**config.mk**
```make
export PLATFORM = sky130hd
export DESIGN_NAME = hd_tx_retry_ctrl
export DESIGN_NICKNAME = d
export VERILOG_FILES = /design/src/rtl/hdtx_pkg.sv /design/src/rtl/hdtx_lfsr.sv /design/src/rtl/hdtx_gap_timer.sv /design/src/rtl/hdtx_backoff.sv /design/src/rtl/hd_tx_retry_ctrl.sv
export SDC_FILE = /design/constraint.sdc
export NUM_CORES = 1
export LEC_CHECK = 0
export BUFFER_PORTS_ARGS = -buffer_cell sky130_fd_sc_hd__buf_2
export CORE_ASPECT_RATIO = 1.75
export CORE_UTILIZATION = 60
export CTS_CLUSTER_SIZE = 10
export DETAILED_ROUTE_END_ITERATION = 10
export GPL_ROUTABILITY_DRIVEN = 0
export PLACE_DENSITY_LB_ADDON = 0.08
export SLEW_MARGIN = 25
export SYNTH_ARGS = -nofsm -noshare
export SYNTH_HDL_FRONTEND = slang
export SYNTH_SLANG_ARGS = --single-unit
```
**constraint.sdc**
```tcl
create_clock -name clk_i -period 5 [get_ports clk_i]
set_input_delay 0.25 -clock clk_i [delete_from_list [all_inputs] [get_ports clk_i]]
set_output_delay 0.25 -clock clk_i [all_outputs]
set_load 0.05 [all_outputs]
```
**src/rtl/hdtx_pkg.sv**
```systemverilog
`timescale 1ns/1ps
package hdtx_pkg;
  typedef enum logic [1:0] {ST_IDLE, ST_TX, ST_JAM, ST_BACKOFF} hdtx_state_e;

  // maximal-length Galois feedback masks per register width
  function automatic logic [31:0] lfsr_taps(input int w);
    case (w)
      8:       return 32'h0000_00B8;
      16:      return 32'h0000_B400;
      24:      return 32'h00E1_0000;
      default: return 32'hA300_0000;
    endcase
  endfunction
endpackage

```
**src/rtl/hdtx_lfsr.sv**
```systemverilog
`timescale 1ns/1ps
module hdtx_lfsr import hdtx_pkg::*; #(
  parameter int           W     = 16,
  parameter int           OUT_W = 10,
  parameter logic [W-1:0] SEED  = W'(16'hACE1)
) (
  input  logic             clk_i,
  input  logic             rst_ni,
  output logic [OUT_W-1:0] rnd_o
);
  localparam logic [W-1:0] TAPS = W'(lfsr_taps(W));

  logic [W-1:0] state_q;

  always_ff @(posedge clk_i or negedge rst_ni) begin
    if (!rst_ni) state_q <= SEED;
    else         state_q <= {1'b0, state_q[W-1:1]} ^ (state_q[0] ? TAPS : '0);
  end

  assign rnd_o = state_q[OUT_W-1:0];

  p_lfsr_live_r5: assert property (@(posedge clk_i) disable iff (!rst_ni)
    state_q != '0);
endmodule

```
**src/rtl/hdtx_gap_timer.sv**
```systemverilog
`timescale 1ns/1ps
module hdtx_gap_timer #(
  parameter int GAP_BITS = 96
) (
  input  logic clk_i,
  input  logic rst_ni,
  input  logic tick_i,
  input  logic clear_i,
  output logic ok_o
);
  localparam int GAP_W = $clog2(GAP_BITS + 1);

  logic [GAP_W-1:0] cnt_q;

  always_ff @(posedge clk_i or negedge rst_ni) begin
    if (!rst_ni)                                    cnt_q <= GAP_W'(GAP_BITS);
    else if (clear_i)                               cnt_q <= '0;
    else if (tick_i && cnt_q != GAP_W'(GAP_BITS))   cnt_q <= cnt_q + GAP_W'(1);
  end

  assign ok_o = (cnt_q == GAP_W'(GAP_BITS));

  p_gap_bound_r1: assert property (@(posedge clk_i) disable iff (!rst_ni)
    cnt_q <= GAP_W'(GAP_BITS));
  p_gap_restart_r2: assert property (@(posedge clk_i) disable iff (!rst_ni)
    clear_i |=> !ok_o);
endmodule

```
**src/rtl/hdtx_backoff.sv**
```systemverilog
`timescale 1ns/1ps
module hdtx_backoff #(
  parameter int SLOT_BITS = 512,
  parameter int LIMIT     = 10,
  parameter int CNT_W     = 5
) (
  input  logic             clk_i,
  input  logic             rst_ni,
  input  logic             tick_i,
  input  logic             load_i,
  input  logic [CNT_W-1:0] attempt_i,
  input  logic [LIMIT-1:0] rnd_i,
  output logic             busy_o
);
  localparam int SLOT_W = (SLOT_BITS > 1) ? $clog2(SLOT_BITS) : 1;

  logic [LIMIT-1:0]  mask;
  logic [LIMIT-1:0]  slots_q;
  logic [SLOT_W-1:0] tick_q;

  // exponent = min(attempt, LIMIT): bit i enabled when attempt > i
  always_comb begin
    for (int i = 0; i < LIMIT; i++) mask[i] = (int'(attempt_i) > i);
  end

  always_ff @(posedge clk_i or negedge rst_ni) begin
    if (!rst_ni) begin
      slots_q <= '0;
      tick_q  <= '0;
    end else if (load_i) begin
      slots_q <= rnd_i & mask;
      tick_q  <= '0;
    end else if (slots_q != '0 && tick_i) begin
      if (tick_q == SLOT_W'(SLOT_BITS - 1)) begin
        tick_q  <= '0;
        slots_q <= slots_q - LIMIT'(1);
      end else begin
        tick_q  <= tick_q + SLOT_W'(1);
      end
    end
  end

  assign busy_o = (slots_q != '0);

  p_slots_masked_r5: assert property (@(posedge clk_i) disable iff (!rst_ni)
    load_i |=> (slots_q & ~$past(mask)) == '0);
endmodule

```
**src/rtl/hd_tx_retry_ctrl.sv**
```systemverilog
`timescale 1ns/1ps
module hd_tx_retry_ctrl import hdtx_pkg::*; #(
  parameter int                GAP_BITS      = 96,
  parameter int                SLOT_BITS     = 512,
  parameter int                JAM_BITS      = 32,
  parameter int                MAX_ATTEMPTS  = 16,
  parameter int                BACKOFF_LIMIT = 10,
  parameter int                BITCNT_W      = 16,
  parameter int                LFSR_W        = 16,
  parameter logic [LFSR_W-1:0] LFSR_SEED     = LFSR_W'(16'hACE1)
) (
  input  logic                                  clk_i,
  input  logic                                  rst_ni,
  input  logic                                  bit_tick_i,
  input  logic                                  full_duplex_i,
  input  logic                                  crs_i,
  input  logic                                  col_i,
  input  logic                                  req_i,
  input  logic                                  tx_done_i,
  input  logic [BITCNT_W-1:0]                   bit_cnt_i,
  output logic                                  tx_en_o,
  output logic                                  retry_o,
  output logic                                  drop_o,
  output logic                                  jam_o,
  output logic [$clog2(MAX_ATTEMPTS+1)-1:0]     col_cnt_o
);
  localparam int CNT_W = $clog2(MAX_ATTEMPTS + 1);
  localparam int JAM_W = (JAM_BITS > 1) ? $clog2(JAM_BITS) : 1;

  hdtx_state_e       state_q;
  logic              pending_q, from_crs_q, retry_q, drop_q;
  logic [CNT_W-1:0]  col_cnt_q, col_next;
  logic [JAM_W-1:0]  jam_cnt_q;
  logic              collide, late, final_hit, jam_done, gap_clear, gap_ok, bo_load, bo_busy;
  logic [BACKOFF_LIMIT-1:0] rnd;

  assign collide   = (state_q == ST_TX) && col_i && !full_duplex_i;
  assign late      = bit_cnt_i >= BITCNT_W'(SLOT_BITS);
  assign col_next  = col_cnt_q + CNT_W'(1);
  assign final_hit = (col_next == CNT_W'(MAX_ATTEMPTS));
  assign jam_done  = (state_q == ST_JAM) && bit_tick_i && (jam_cnt_q == JAM_W'(JAM_BITS - 1));
  // after a good frame the gap runs from frame end; after a collision it restarts on carrier
  assign gap_clear = (state_q == ST_TX) || (state_q == ST_JAM) || (from_crs_q && crs_i);
  assign bo_load   = jam_done && pending_q;

  hdtx_lfsr #(.W(LFSR_W), .OUT_W(BACKOFF_LIMIT), .SEED(LFSR_SEED)) u_lfsr (
    .clk_i, .rst_ni, .rnd_o(rnd)
  );

  hdtx_gap_timer #(.GAP_BITS(GAP_BITS)) u_gap (
    .clk_i, .rst_ni, .tick_i(bit_tick_i), .clear_i(gap_clear), .ok_o(gap_ok)
  );

  hdtx_backoff #(.SLOT_BITS(SLOT_BITS), .LIMIT(BACKOFF_LIMIT), .CNT_W(CNT_W)) u_backoff (
    .clk_i, .rst_ni, .tick_i(bit_tick_i), .load_i(bo_load),
    .attempt_i(col_cnt_q), .rnd_i(rnd), .busy_o(bo_busy)
  );

  always_ff @(posedge clk_i or negedge rst_ni) begin
    if (!rst_ni) begin
      state_q    <= ST_IDLE;
      pending_q  <= 1'b0;
      from_crs_q <= 1'b0;
      retry_q    <= 1'b0;
      drop_q     <= 1'b0;
      col_cnt_q  <= '0;
      jam_cnt_q  <= '0;
    end else begin
      retry_q <= 1'b0;
      drop_q  <= 1'b0;
      if (req_i && !pending_q) pending_q <= 1'b1;
      unique case (state_q)
        ST_IDLE: begin
          if (pending_q && gap_ok) begin
            state_q    <= ST_TX;
            from_crs_q <= 1'b0;
          end
        end
        ST_TX: begin
          if (collide) begin
            from_crs_q <= 1'b1;
            jam_cnt_q  <= '0;
            if (late) begin
              drop_q    <= 1'b1;
              pending_q <= 1'b0;
              col_cnt_q <= '0;
              state_q   <= ST_IDLE;
            end else if (final_hit) begin
              drop_q    <= 1'b1;
              pending_q <= 1'b0;
              col_cnt_q <= '0;
              state_q   <= ST_JAM;
            end else begin
              retry_q   <= 1'b1;
              col_cnt_q <= col_next;
              state_q   <= ST_JAM;
            end
          end else if (tx_done_i) begin
            pending_q <= 1'b0;
            col_cnt_q <= '0;
            state_q   <= ST_IDLE;
          end
        end
        ST_JAM: begin
          if (jam_done)        state_q   <= pending_q ? ST_BACKOFF : ST_IDLE;
          else if (bit_tick_i) jam_cnt_q <= jam_cnt_q + JAM_W'(1);
        end
        ST_BACKOFF: begin
          if (!bo_busy) state_q <= ST_IDLE;
        end
        default: state_q <= ST_IDLE;
      endcase
    end
  end

  assign tx_en_o   = (state_q == ST_TX);
  assign jam_o     = (state_q == ST_JAM);
  assign retry_o   = retry_q;
  assign drop_o    = drop_q;
  assign col_cnt_o = col_cnt_q;

  p_gap_before_start_r1: assert property (@(posedge clk_i) disable iff (!rst_ni)
    $rose(tx_en_o) |-> $past(gap_ok));
  p_retry_count_r3: assert property (@(posedge clk_i) disable iff (!rst_ni)
    retry_o |-> (col_cnt_o == $past(col_cnt_o) + CNT_W'(1)) && jam_o);
  p_jam_len_r4: assert property (@(posedge clk_i) disable iff (!rst_ni)
    jam_cnt_q <= JAM_W'(JAM_BITS - 1));
  p_final_drop_r6: assert property (@(posedge clk_i) disable iff (!rst_ni)
    (collide && !late && col_cnt_o == CNT_W'(MAX_ATTEMPTS - 1)) |=> drop_o && !retry_o && jam_o);
  p_excl_r6: assert property (@(posedge clk_i) disable iff (!rst_ni)
    !(retry_o && drop_o) && !(tx_en_o && jam_o));
  p_late_drop_r7: assert property (@(posedge clk_i) disable iff (!rst_ni)
    (collide && late) |=> drop_o && !jam_o && !retry_o && !tx_en_o);
  p_fd_ignore_r8: assert property (@(posedge clk_i) disable iff (!rst_ni)
    (tx_en_o && full_duplex_i) |=> !retry_o && !drop_o && !jam_o);
  p_clear_r9: assert property (@(posedge clk_i) disable iff (!rst_ni)
    (drop_o || (tx_en_o && tx_done_i && !collide)) |-> ##1 col_cnt_o == '0 || $past(drop_o));
  p_cnt_bound_r9: assert property (@(posedge clk_i) disable iff (!rst_ni)
    col_cnt_o < CNT_W'(MAX_ATTEMPTS));
endmodule

```
# Word level (Yosys, flattened, before mapping)

Index checks and enable logic that the tools add are counted.

Flip-flop bits (word level): 58
Input port bits: 24
Output and inout port bits: 9
Word-level logic and storage cells: 113

Add/sub/neg operators: 5
Magnitude comparators: 11
Equality and inequality tests: 15
Mux-type cells: 42
Bitwise logic cells: 2
Reduce and logical (&&, ||, !) cells: 27

Operators with widths:

| kind                                                                 | number |
|---|---|
| two-way mux 5 bit                                                    | 7 |
| two-way mux 10 bit                                                   | 3 |
| two-way mux 9 bit                                                    | 3 |
| > comparator 5 x 3 -> 1 bit (second input constant)                  | 4 |
| greater-or-equal comparator 16 x 10 -> 1 bit (second input constant) | 1 |
| two-way mux 1 bit                                                    | 16 |
| two-way mux 16 bit                                                   | 1 |
| bitwise XOR 15 x 16 -> 16 bit                                        | 1 |
| two-way mux 2 bit                                                    | 7 |
| two-way mux 7 bit                                                    | 2 |
| nonzero test 2 bit                                                   | 6 |
| adder 5 x 1 -> 5 bit (second input constant)                         | 2 |
| AND 10 bit                                                           | 1 |
| equality test 5 bit (second input constant)                          | 2 |
| > comparator 5 x 1 -> 1 bit (second input constant)                  | 2 |
| > comparator 5 x 2 -> 1 bit (second input constant)                  | 2 |
| > comparator 5 x 4 -> 1 bit (second input constant)                  | 2 |
| logical AND 1 bit                                                    | 10 |
| one-hot mux 5 bit (2 select lines)                                   | 1 |
| nonzero test 10 bit                                                  | 1 |
| subtractor 10 x 1 -> 10 bit (second input constant)                  | 1 |
| adder 9 x 1 -> 9 bit (second input constant)                         | 1 |
| equality test 9 bit (second input constant)                          | 1 |
| inequality test 2 bit (second input constant)                        | 4 |
| 15 further kinds                                                     | 21 |

# Logic depth before layout (Yosys ltp)

Gate-level depths: netlist of run 1.

Depth after elaboration: 7
Gate-level depth with buffers: 11

# By module

Synthesis of run 1 repeated with hierarchy kept, for this count alone.

Cells, all modules: 321
Area, all modules: 3,193.1 µm²

By module, submodules not included:

| module           | instances | cells each | area an instance (µm²) |
|---|---|---|---|
| hdtx_backoff     | 1         | 147        | 1,296.2 |
| hd_tx_retry_ctrl | 1         | 99         | 942.2 |
| hdtx_lfsr        | 1         | 29         | 511.7 |
| hdtx_gap_timer   | 1         | 46         | 442.9 |

# Worst setup path before layout of run 1

OpenSTA, ideal clock, no wires.

Path kind: register -> register
From: reg jam_cnt_q[0]
To: reg u_backoff.slots_q[1]
Library setup time: 0.080 ns
Data arrival time: 2.401 ns
Slack: 2.520 ns
Stages on the path, launching flop included: 9
Buffers on the path: 1
Clock period less this slack: 2.480 ns
Cells stage by stage: dfrtp_1 > ha_1 > and3_1 > ha_1 > and4_1 > clkbuf_1 > or4_2 > o211ai_1 > mux2i_1

Longest elaborated chain between the ends: 5
Elaborated cells on any way between the ends: 7
Classes of those cells: eq/ne (1); mux (1); reduce/logical (5)

Ends and longest elaborated chain:

| what                                 | line                    | source |
|---|---|---|
| start: declaration                   | hd_tx_retry_ctrl.sv:33  | `logic [JAM_W-1:0] jam_cnt_q;` |
| start signal: assignment             | hd_tx_retry_ctrl.sv:106 | `else if (bit_tick_i) jam_cnt_q <= jam_cnt_q + JAM_W'(1);` |
| equality test 5 bit (*)              | hd_tx_retry_ctrl.sv:41  | `assign jam_done = (state_q == ST_JAM) && bit_tick_i && (jam_cnt_q == JAM_W'(JAM_BITS - 1));` |
| logical AND 1 bit (*)                | hd_tx_retry_ctrl.sv:41  |  |
| logical AND 1 bit (*)                | hd_tx_retry_ctrl.sv:44  | `assign bo_load = jam_done && pending_q;` |
| nonzero test 2 bit (no source line)  | -                       |  |
| AND reduction 2 bit (no source line) | -                       |  |
| end signal: assignment               | hdtx_backoff.sv:31      | `slots_q <= rnd_i & mask;` |
| end signal: assignment               | hdtx_backoff.sv:36      | `slots_q <= slots_q - LIMIT'(1);` |
| end: declaration                     | hdtx_backoff.sv:18      | `logic [LIMIT-1:0] slots_q;` |

Every way passes the cells marked *; elsewhere a longest branch is shown, timed or not.
A chain may end at the register's enable or synchronous reset.

# Worst setup path in the final report of run 1

From: reg jam_cnt_q[0]
To: reg u_backoff.slots_q[0]

The elaborated chain is that of the path after synthesis.

==> run_results.csv, run 1 <==
group,metric,value,unit
finish,drive_gt1_share,17.8,%
synthesis,synth_mux_area_share,2.14,%
floorplan,fp.dieH,95.3,microns
pwr,power.leakage,1.52,nW
finish,final_cell_mix,"dfrtp_1, nor2_1, nand2_1, buf_2, o21ai_0",
timing,timing.fmax,335,MHz
global_route,grt_pass1_wl,10700,microns
critical_path,endpoint_kind,"register",
clock_network,numCtsBuffers,9,
synthesis,synthXorXnorAreaFrac,3.82,%
synthesis,synthTopCellsByArea,"dfrtp_1, dfstp_2, ha_1",
pwr,max-vdd-ir-drop,0.282,mV
clock_network,clock_latency,0.34,ns
drt,drt_pass1_iterations,4,
floorplan,core_area,4750,sq um
critical_path,path_max_fanout,26,
synthesis,synth_top_family_by_area,"simple AND/OR/NAND/NOR gates",
synthesis,synth_edf_count,0,
critical_path,worst-endpoint-required,5.22,ns
clock_network,root_buffer,"clkbuf_8",
placed_design,dpl.hpwl,4330,microns
clock_network,clk_pin_slew,0.07,ns
synthesis,syn-cell-area,2980,sq um
drt,post_drt_wl_per_cell,16.2,microns
global_route,track_usage,26.3,%
critical_path,cp-start-kind,"register",
synthesis,syn_nets,340,
synthesis,yosys.area_share.simple,20.5,%
synthesis,syn_inst,300,
global_route,grt_pass1_vias,2398,
synthesis,synth_seq_cells,58,
timing,hold_violations,0,
critical_path,r2r_slack,2.02,ns
floorplan,rows,33,
drt,detail-route-antenna-nets,0,
drt,drt_iter0_markers,93,
finish,syn_to_final_growth,11.1,%
critical_path,critPathMaxStageDelay,0.78,ns
floorplan,die_x,55.3,microns
clock_network,cts.sinks,58,
flow_run,maxCapViolations,0,
timing,tightest_slew,0.847,ns
synthesis,synth_cell_types,53,
finish,seq_area,1460,sq um
finish,postLayoutCoreUtil,69.8,%
timing,post-route-min-period,2.98,ns
synthesis,synth_top_cell_area_share,40.3,%
outcome,run_status,"finished clean",
timing,finalCritPeriodShare,59.7,%
drt,via_per_inst,6.09,
critical_path,crit_type,"register to register",
synthesis,synth_adder_area_share,6.71,%
synthesis,synth_top_area_cell,"dfrtp_1",
critical_path,cp_slowest_cell,"or4_2",
clock_network,cts.path.max_buffers,2,
placed_design,io_buffers,23,
synthesis,synth_compound_area_share,14.9,%
critical_path,path_cells,"ha_1, and3_1, ha_1, and4_1, or4_2, o211ai_1, nand2_1, o311ai_0",
clock_network,tritoncts,"built",
floorplan,io_pins,33,
drt,routed_wl,6220,microns
finish,fillers,381,
clock_network,cts_resized,0,
synthesis,synth_area_per_cell,9.94,sq um
timing,finalClockSkew,0.0100,ns
timing,slew_viol_final,0,
drt,vias,2334,
hold_path,hold_path_class,"input port to async pin",
drt,drc,0,
floorplan,die-area,5270,sq um
timing,rsz0062_at_grt,"false",
critical_path,crit_arrival,3.20,ns
timing,slew_headroom,43.5,%
timing,setup_viol,0,
global_route,grt-ovfl-total,0,
global_route,grt_max_degree,59,
global_route,antenna_found_initial,0,
clock_network,cts-htree-levels,3,
clock_network,postCtsHoldBufs,0,
synthesis,ys_warn_count,0,
clock_network,post_cts_buffers,0,
synthesis,ys_seq_area_share,49.1,%
synthesis,synthFlopType,"dfrtp_1",
pwr,p_per_area,339,nW/um^2
finish,antenna_cells,0,
finish,final_nets,366,
critical_path,crit_path_frequent_cell,"ha_1",
synthesis,synth-async-reset-ratio,100,%
finish,final_common_cell,"dfrtp_1",
finish,multiInputGateArea,1430,sq um
floorplan,start_util,62.8,%
timing,tns,0,ns
[critical path, delay by kind of cell (launching register included)]
kind / cells / cell delay (ns)
and+or+nand+nor: 4 / 1.56
DFF: 1 / 0.41
adders and majority gates: 2 / 0.46
AOI/OAI and AO/OA: 2 / 0.43
[sequential cells by signal (all words and copies together) (netlist names)]
| signal | flops |
|---|---|
| u_lfsr.state_q | 16 |
| retry_o | 1 |
| jam_cnt_q | 5 |
| drop_o | 1 |
| col_cnt_o | 5 |
| pending_q | 1 |
| u_gap.cnt_q | 7 |
| u_backoff.slots_q | 10 |
| from_crs_q | 1 |
| state_q | 2 |
| u_backoff.tick_q | 9 |
[power breakdown]
part	switching [mW]	leakage, nW	internal [mW]
Sequential	0.0364	0.749	0.503
Combinational	0.108	0.673	0.0681
Clock	0.182	0.0958	0.226
Total	0.326	1.52	0.798
[area by class of cell]
| class | instances | area share [%] |
|---|---|---|
| tap | 52 | 1.96 |
| sequential | 58 | 44.2 |
| multi-input combinational | 221 | 43.2 |
| inverter | 12 | 1.36 |
| clock inverter | 6 | 1.74 |
| timing repair buffer | 24 | 3.70 |
| clock buffer | 10 | 3.85 |
[final timing paths]
check,start,end,cells past startpoint
max,jam_cnt_q[0],u_backoff.slots_q[0],8
min,rst_ni,u_lfsr.state_q[9],2
max reg2reg,jam_cnt_q[0],u_backoff.slots_q[0],8
max in group asynchronous,rst_ni,u_backoff.slots_q[3],2
min reg2reg,u_lfsr.state_q[12],u_lfsr.state_q[11],0
min in group clk_i,req_i,pending_q,2
[synth_stat cells, types with 6 or more instances]
| library cell | instances |
|---|---|
| a21oi_1 | 17 |
| a31oi_1 | 7 |
| clkbuf_1 | 7 |
| dfrtp_1 | 48 |
| dfstp_2 | 10 |
| ha_1 | 16 |
| inv_1 | 12 |
| nand2_1 | 24 |
| nand3_1 | 10 |
| nand4_1 | 8 |
| nor2_1 | 32 |
| nor3_1 | 7 |
| o21ai_0 | 18 |
| xnor2_1 | 7 |
| xor2_1 | 6 |
[metrics by stage]
stage | hold WS, ns | setup slack [ns] | area (sq um) | cells | power (mW)
3_3_place_gp | 0.348 | 2.07 | 3130 | 367 | 0.717
4_1_cts | 0.0718 | 2.01 | 3310 | 383 | 1.14
3_5_place_dp | 0.340 | 2.00 | 3130 | 367 | 0.724
5_1_grt | 0.121 | 1.78 | 3310 | 383 | 1.18
2_1_floorplan | -0.0456 | 2.52 | 2980 | 300 | 0.668
6_report | 0.0492 | 2.02 | 3310 | 383 | 1.12
[per-layer routing]
| metal | share of wire [%] | routed length (microns) | GRT usage (%) |
|---|---|---|---|
| met5 | 0 | 0 | 0 |
| met2 | 53 | 3330 | 47.6 |
| met4 | 1.8 | 111 | 11.9 |
| met3 | 3.6 | 226 | 6.24 |
| met1 | 41 | 2550 | 29.1 |
[logic make-up (layout without fill, tap and decap cells)]
family | Yosys count | in the layout
adders and majority gates | 16 | 16
AOI/OAI and AO/OA | 68 | 68
xor gates and xnor gates | 13 | 13
DFF | 58 | 58
muxes | 6 | 6
buffers and inverters | 21 | 52
and+or+nand+nor | 118 | 118
Power figures use the tool's default switching activity.
==> run 2, diff against run 1 <==
--- a/config.mk
+++ b/config.mk
@@ -7,7 +7,7 @@
 export LEC_CHECK = 0
 export BUFFER_PORTS_ARGS = -buffer_cell sky130_fd_sc_hd__buf_2
 export CORE_ASPECT_RATIO = 1.75
-export CORE_UTILIZATION = 60
+export CORE_UTILIZATION = 53
 export CTS_CLUSTER_SIZE = 10
 export DETAILED_ROUTE_END_ITERATION = 10
 export GPL_ROUTABILITY_DRIVEN = 0
==> constraint.sdc (replaced) <==
create_clock -name clk_i -period 2.5 [get_ports clk_i]
set_input_delay 0.125 -clock clk_i [delete_from_list [all_inputs] [get_ports clk_i]]
set_output_delay 0.125 -clock clk_i [all_outputs]
set_load 0.05 [all_outputs]
==> run 2 against run 1 <==
Worst hold slack improved by 0.060 ns. Count of clock-buffer cells in the layout up 1. Setup slack got worse by 1.9 ns. Critical endpoint is now u_backoff.slots_q[6]. Largest cell class is now multi-input combinational cells.
==> run_results.csv, run 2 (same netlist as run 1, synthesis figures left out) <==
group,metric,value,unit
clock_network,cts.path.max_buffers,2,
global_route,grt_pass1_vias,2350,
drt,detail-route-antenna-nets,0,
finish,final_nets,382,
finish,drive_gt1_share,25.1,%
clock_network,cts-htree-levels,3,
critical_path,rr_worst_depth,11,
clock_network,tritoncts,"built",
timing,finalCritPeriodShare,93.5,%
pwr,power.leakage,1.61,nW
clock_network,clock_latency,0.34,ns
finish,antenna_cells,0,
finish,multiInputGateArea,1520,sq um
critical_path,crit_arrival,2.54,ns
placed_design,postPlaceCellArea,3260,sq um
finish,seq_area,1470,sq um
floorplan,core_area,5340,sq um
drt,drc,0,
clock_network,cts.sinks,58,
timing,setup_viol,0,
critical_path,path_max_fanout,3,
finish,largest_register_ffs,16,
critical_path,cp-start-kind,"register",
placed_design,placed_cells,403,
global_route,grt_pass1_wl,10700,microns
pwr,max-vdd-ir-drop,0.483,mV
timing,rsz0062_at_grt,"false",
timing,finalClockSkew,0.00606,ns
global_route,antenna_found_initial,0,
floorplan,die-area,5940,sq um
clock_network,clk_pin_slew,0.07,ns
drt,post_drt_wl_per_cell,15.2,microns
timing,slew_viol_final,0,
floorplan,fp.dieH,101,microns
placed_design,dpl.hpwl,4680,microns
hold_path,holdPathStages,3,
clock_network,post_cts_buffers,0,
pwr,power.switching,680,uW
pwr,power_frac_comb,17.3,%
timing,timing.fmax,428,MHz
drt,vias,2434,
floorplan,die_x,58.7,microns
clock_network,root_buffer,"clkbuf_8",
timing,tns,0,ns
pwr,p_per_area,684,nW/um^2
finish,syn_to_final_growth,20.2,%
drt,drt_iter0_markers,66,
critical_path,worst-endpoint-required,2.70,ns
finish,final_common_cell,"dfrtp_1",
timing,fin_ws,0.162,ns
placed_design,io_buffers,23,
pwr,p_sw_share,27.7,%
timing,whs,0.109,ns
placed_design,pre_cts_ws,0.0177,ns
finish,fillers,450,
floorplan,start_util,55.8,%
drt,routed_wl,6410,microns
outcome,run_status,"finished clean",
floorplan,io_pins,33,
global_route,grt_max_degree,37,
clock_network,numCtsBuffers,9,
timing,post-route-min-period,2.34,ns
global_route,track_usage,24.4,%
finish,final_cell_area,3580,sq um
timing,slew_headroom,53.2,%
floorplan,rows,35,
timing,hold_violations,0,
critical_path,crit_type,"register to register",
critical_path,r2r_slack,0.16,ns
critical_path,endpoint_kind,"register",
drt,drt_pass1_iterations,4,
global_route,grt-ovfl-total,0,
pwr,power.share.clock,39.2,%
hold_path,hold_path_class,"input port to register",
pwr,p_seq_share,43.6,%
pwr,p_int,1.77,mW
finish,top_regs,"u_lfsr.state_q: 16 flops, u_backoff.slots_q: 10 flops, u_backoff.tick_q: 9 flops",
finish,final_cell_mix,"dfrtp_1, nor2_1, nand2_1, buf_2, a21oi_1",
flow_run,maxCapViolations,0,
drt,via_per_inst,5.78,
finish,fin_cells,421,
finish,regMostFlops,"u_lfsr.state_q",
timing,tightest_slew,0.693,ns
## run 2: cell type report
class | count | share of cell area, %
Multi-Input combinational cell | 221 | 42.3
Sequential cell | 58 | 40.9
Timing Repair Buffer | 40 | 6.91
Clock buffer | 11 | 3.94
Tap cell | 74 | 2.58
Clock inverter | 5 | 2.16
Inverter | 12 | 1.26
## run 2: path summary, 6_finish.rpt
| check | endpoint | startpoint |
|---|---|---|
| min | drop_o | bit_cnt_i[14] |
| max in group asynchronous | u_lfsr.state_q[6] | rst_ni |
| min reg2reg | u_lfsr.state_q[11] | u_lfsr.state_q[12] |
| min in group asynchronous | u_backoff.tick_q[0] | rst_ni |
| max reg2reg | u_backoff.slots_q[6] | u_backoff.tick_q[0] |
| max | u_backoff.slots_q[6] | u_backoff.tick_q[0] |
## run 2: per-layer routing
metal,GRT usage (%),routed length (microns),part of all wire [%],vias up
met1,26.5,2610,41,1210
met5,0,0,0,-
met3,5.62,154,2.4,9
met4,11.4,125,2.0,0
met2,43.9,3520,55,35
li1,-,-,-,1180
## run 2: power by group through the flow
stage | Sequential [mW] | Clock (mW) | Combinational [mW]
finish | 1.07 | 0.961 | 0.424
global placement | 1.08 | 0 | 0.405
CTS | 1.06 | 0.983 | 0.421
floorplan | 1.08 | 0 | 0.252
detailed placement | 1.08 | 0 | 0.417
global route | 1.07 | 1.02 | 0.471
## run 2: what timing repair did
action / CTS / global route
endpoints found under the setup margin: 0 / 12
endpoints found under the hold margin: 17 / 1
hold buffers: 1 / 1
gates resized for setup: 0 / 23
## run 2: metrics by stage
step                utilization (%)  total power, mW
floorplan                         -             1.34
global placement               61.1             1.48
detailed placement             61.1             1.50
CTS                            65.3             2.47
global route                   67.1             2.56
finish                         67.1             2.45
## run 2: critical path, cell delays in order, from the launching register on
cell     delay (ns)
dfrtp_1        0.39
ha_4           0.16
and3_4         0.19
and3_4         0.19
and3_4         0.19
ha_4           0.13
nand2_2        0.06
or3_4          0.34
nor3_4         0.20
buf_4          0.13
xnor2_1        0.12
o21ai_1        0.09
==> run 3, diff against run 2 <==
--- a/config.mk
+++ b/config.mk
@@ -5,6 +5,7 @@
 export SDC_FILE = /design/constraint.sdc
 export NUM_CORES = 1
 export LEC_CHECK = 0
+export ABC_AREA = 1
 export BUFFER_PORTS_ARGS = -buffer_cell sky130_fd_sc_hd__buf_2
 export CORE_ASPECT_RATIO = 1.75
 export CORE_UTILIZATION = 53
==> run 3 against run 2 <==
Flip-flop and latch count unchanged. Synthesized cell count increased by 35%. Sequential power fell by 4%. Count of clock-buffer cells in the layout up 4. Sequential share of layout area shrank 0.43 points. Register-to-register slack better by 0.37 ns. Via count rose by 11%. Largest cell class unchanged.
==> run_results.csv, run 3 <==
group,metric,value,unit
finish,antenna_cells,0,
drt,drt_pass1_iterations,4,
placed_design,postPlaceCellArea,3410,sq um
drt,drc,0,
finish,regMostFlops,"u_lfsr.state_q",
pwr,p_per_area,631,nW/um^2
clock_network,cts-htree-levels,3,
drt,detail-route-antenna-nets,0,
synthesis,syn_nets,446,
critical_path,endpoint_kind,"register",
clock_network,clk_pin_slew,0.07,ns
floorplan,io_pins,33,
critical_path,path_max_fanout,5,
floorplan,die_x,60.8,microns
finish,postLayoutCoreUtil,61.6,%
timing,rsz0062_at_grt,"false",
synthesis,syn-cell-area,3210,sq um
finish,final_nets,480,
timing,tns,0,ns
synthesis,synth_edf_count,0,
finish,seq_area,1460,sq um
clock_network,cts.path.max_buffers,2,
placed_design,io_buffers,23,
critical_path,r2r-end,"u_backoff.tick_q[7]",
synthesis,synthTopCellsByArea,"dfrtp_1, nand2_1, dfstp_2",
critical_path,rr_worst_depth,11,
global_route,grt_pass1_wl,11300,microns
drt,via_per_inst,5.16,
global_route,grt_max_degree,59,
pwr,power.leakage,1.94,nW
timing,tightest_slew,0.718,ns
synthesis,ys_warn_count,0,
clock_network,numCtsBuffers,9,
timing,hold_violations,0,
floorplan,die-area,6380,sq um
finish,fin_cells,523,
synthesis,synth_seq_cells,58,
hold_path,hp-start,"req_i",
timing,finalClockSkew,0.0106,ns
synthesis,ys_seq_area_share,45.6,%
synthesis,ys_top_cells_by_count,"nand2_1, dfrtp_1, inv_1",
flow_run,maxCapViolations,0,
synthesis,synth_cell_types,33,
finish,top_regs,"u_lfsr.state_q: 16 flops, u_backoff.slots_q: 10 flops, u_backoff.tick_q: 9 flops",
floorplan,start_util,54.6,%
drt,routed_wl,6690,microns
finish,fillers,564,
drt,vias,2701,
hold_path,hold_path_end,"pending_q",
clock_network,tritoncts,"built",
critical_path,rr_startpoint,"u_backoff.tick_q[0]",
timing,slew_headroom,52.1,%
timing,finalCritPeriodShare,78.5,%
critical_path,crit_type,"register to register",
drt,drt_iter0_markers,135,
global_route,grt-ovfl-total,0,
synthesis,synth_top_cell_area_share,37.4,%
timing,post-route-min-period,1.96,ns
finish,multiInputGateArea,1520,sq um
synthesis,synth_area_per_cell,7.90,sq um
timing,whs,0.0251,ns
outcome,run_status,"finished clean",
synthesis,synth_top_area_cell,"dfrtp_1",
finish,final_cell_mix,"nand2_1, dfrtp_1, inv_1, nand3_1, nor2_1",
drt,post_drt_wl_per_cell,12.8,microns
critical_path,r2r_slack,0.54,ns
synthesis,syn_inst,406,
synthesis,synth_most_common_cell,"nand2_1",
hold_path,hold_path_class,"input port to register",
pwr,max-vdd-ir-drop,0.533,mV
finish,final_common_cell,"nand2_1",
timing,setup_viol,0,
floorplan,rows,37,
finish,largest_register_ffs,16,
clock_network,clock_latency,0.35,ns
hold_path,holdPathStages,3,
finish,syn_to_final_growth,12.8,%
placed_design,dpl.hpwl,4900,microns
timing,slew_viol_final,0,
clock_network,cts.sinks,58,
finish,drive_gt1_share,14.8,%
synthesis,synth-async-reset-ratio,100,%
finish,final_cell_area,3620,sq um
clock_network,root_buffer,"clkbuf_8",
critical_path,crit_arrival,2.23,ns
floorplan,fp.dieH,105,microns
timing,timing.fmax,509,MHz
synthesis,synthFlopType,"dfrtp_1",
floorplan,core_area,5880,sq um
global_route,grt_pass1_vias,2692,
critical_path,worst-endpoint-required,2.76,ns
global_route,antenna_found_initial,0,
critical_path,cp-start-kind,"register",
global_route,track_usage,24.2,%
placed_design,placed_cells,506,
==> run 3: changes by cell type in the layout (fill, tap and decap cells not counted), sizes merged, moves of 5 or more <==
cell | before | now
a21oi | 17 | 7
a31oi | 7 | 1
and3 | 5 | 0
buf | 38 | 26
inv | 12 | 49
nand2 | 24 | 127
nand3 | 10 | 41
nor2 | 32 | 37
o21ai | 18 | 28
or3 | 6 | 0
xnor2 | 7 | 0
==> run 3: area by class of cell <==
type	instances	area share, %
Inverter	49	5.22
Sequential cell	58	40.4
Clock inverter	1	0.138
Tap cell	78	2.70
Clock buffer	15	5.43
Timing Repair Buffer	27	4.08
Multi-Input combinational cell	295	42.0
==> run 3: worst max-delay path by stage <==
stage                              startpoint  cells past startpoint  slack [ns]                   end
after CTS                 u_backoff.tick_q[0]                     11        0.52   u_backoff.tick_q[7]
after detailed placement  u_backoff.tick_q[0]                     11        0.54   u_backoff.tick_q[7]
after floorplan                    state_q[0]                     11        0.51  u_backoff.slots_q[3]
final                     u_backoff.tick_q[0]                     11        0.54   u_backoff.tick_q[7]
after global placement    u_backoff.tick_q[0]                     11        0.58   u_backoff.tick_q[7]
after global routing               state_q[0]                      7        0.35        u_gap.cnt_q[6]
==> run 3: metrics by stage <==
stage / setup WS [ns] / power [mW]
final: 0.537 / 2.28
after global routing: 0.348 / 2.43
after CTS: 0.519 / 2.30
after detailed placement: 0.543 / 1.44
after global placement: 0.578 / 1.42
after floorplan: 0.515 / 1.32
==> run 3: routing by layer <==
metal,global-route usage (%),vias to the layer above,share of wire (%)
met4,12.0,0,3.4
met5,0,-,0
met2,41.1,53,51
met3,7.43,22,3.2
li1,-,1380,-
met1,25.8,1246,42
==> run 3: critical path, stage by stage, from the launching register on <==
cell and delay (ns):
dfrtp_1 0.42, ha_1 0.26, nand2_1 0.07, inv_1 0.05
nand3_1 0.09, nor2_1 0.05, ha_1 0.22, inv_1 0.18
nand2_2 0.11, nor2_1 0.23, nand3_1 0.09, o21ai_0 0.09
==> run 3: cell families after synthesis <==
logic type | synth area share (%)
AO/OA/AOI/OAI | 7.45
XOR/XNOR | 2.46
adder cells (fa/ha/maj) | 6.24
buffers and inverters | 6.98
flip-flops | 45.6
AND/OR/NAND/NOR | 31.2
==> run 3: repair_timing <==
item	in CTS	in global routing
hold endpoints to repair	48	0
gates resized for setup	0	0
setup buffers	0	0
hold buffers	1	0
==> run 3: where the power goes <==
part | total (mW) | internal [mW] | switching, mW
combinational | 0.381 | 0.111 | 0.271
sequential | 1.03 | 0.986 | 0.0461
clock | 0.869 | 0.494 | 0.375
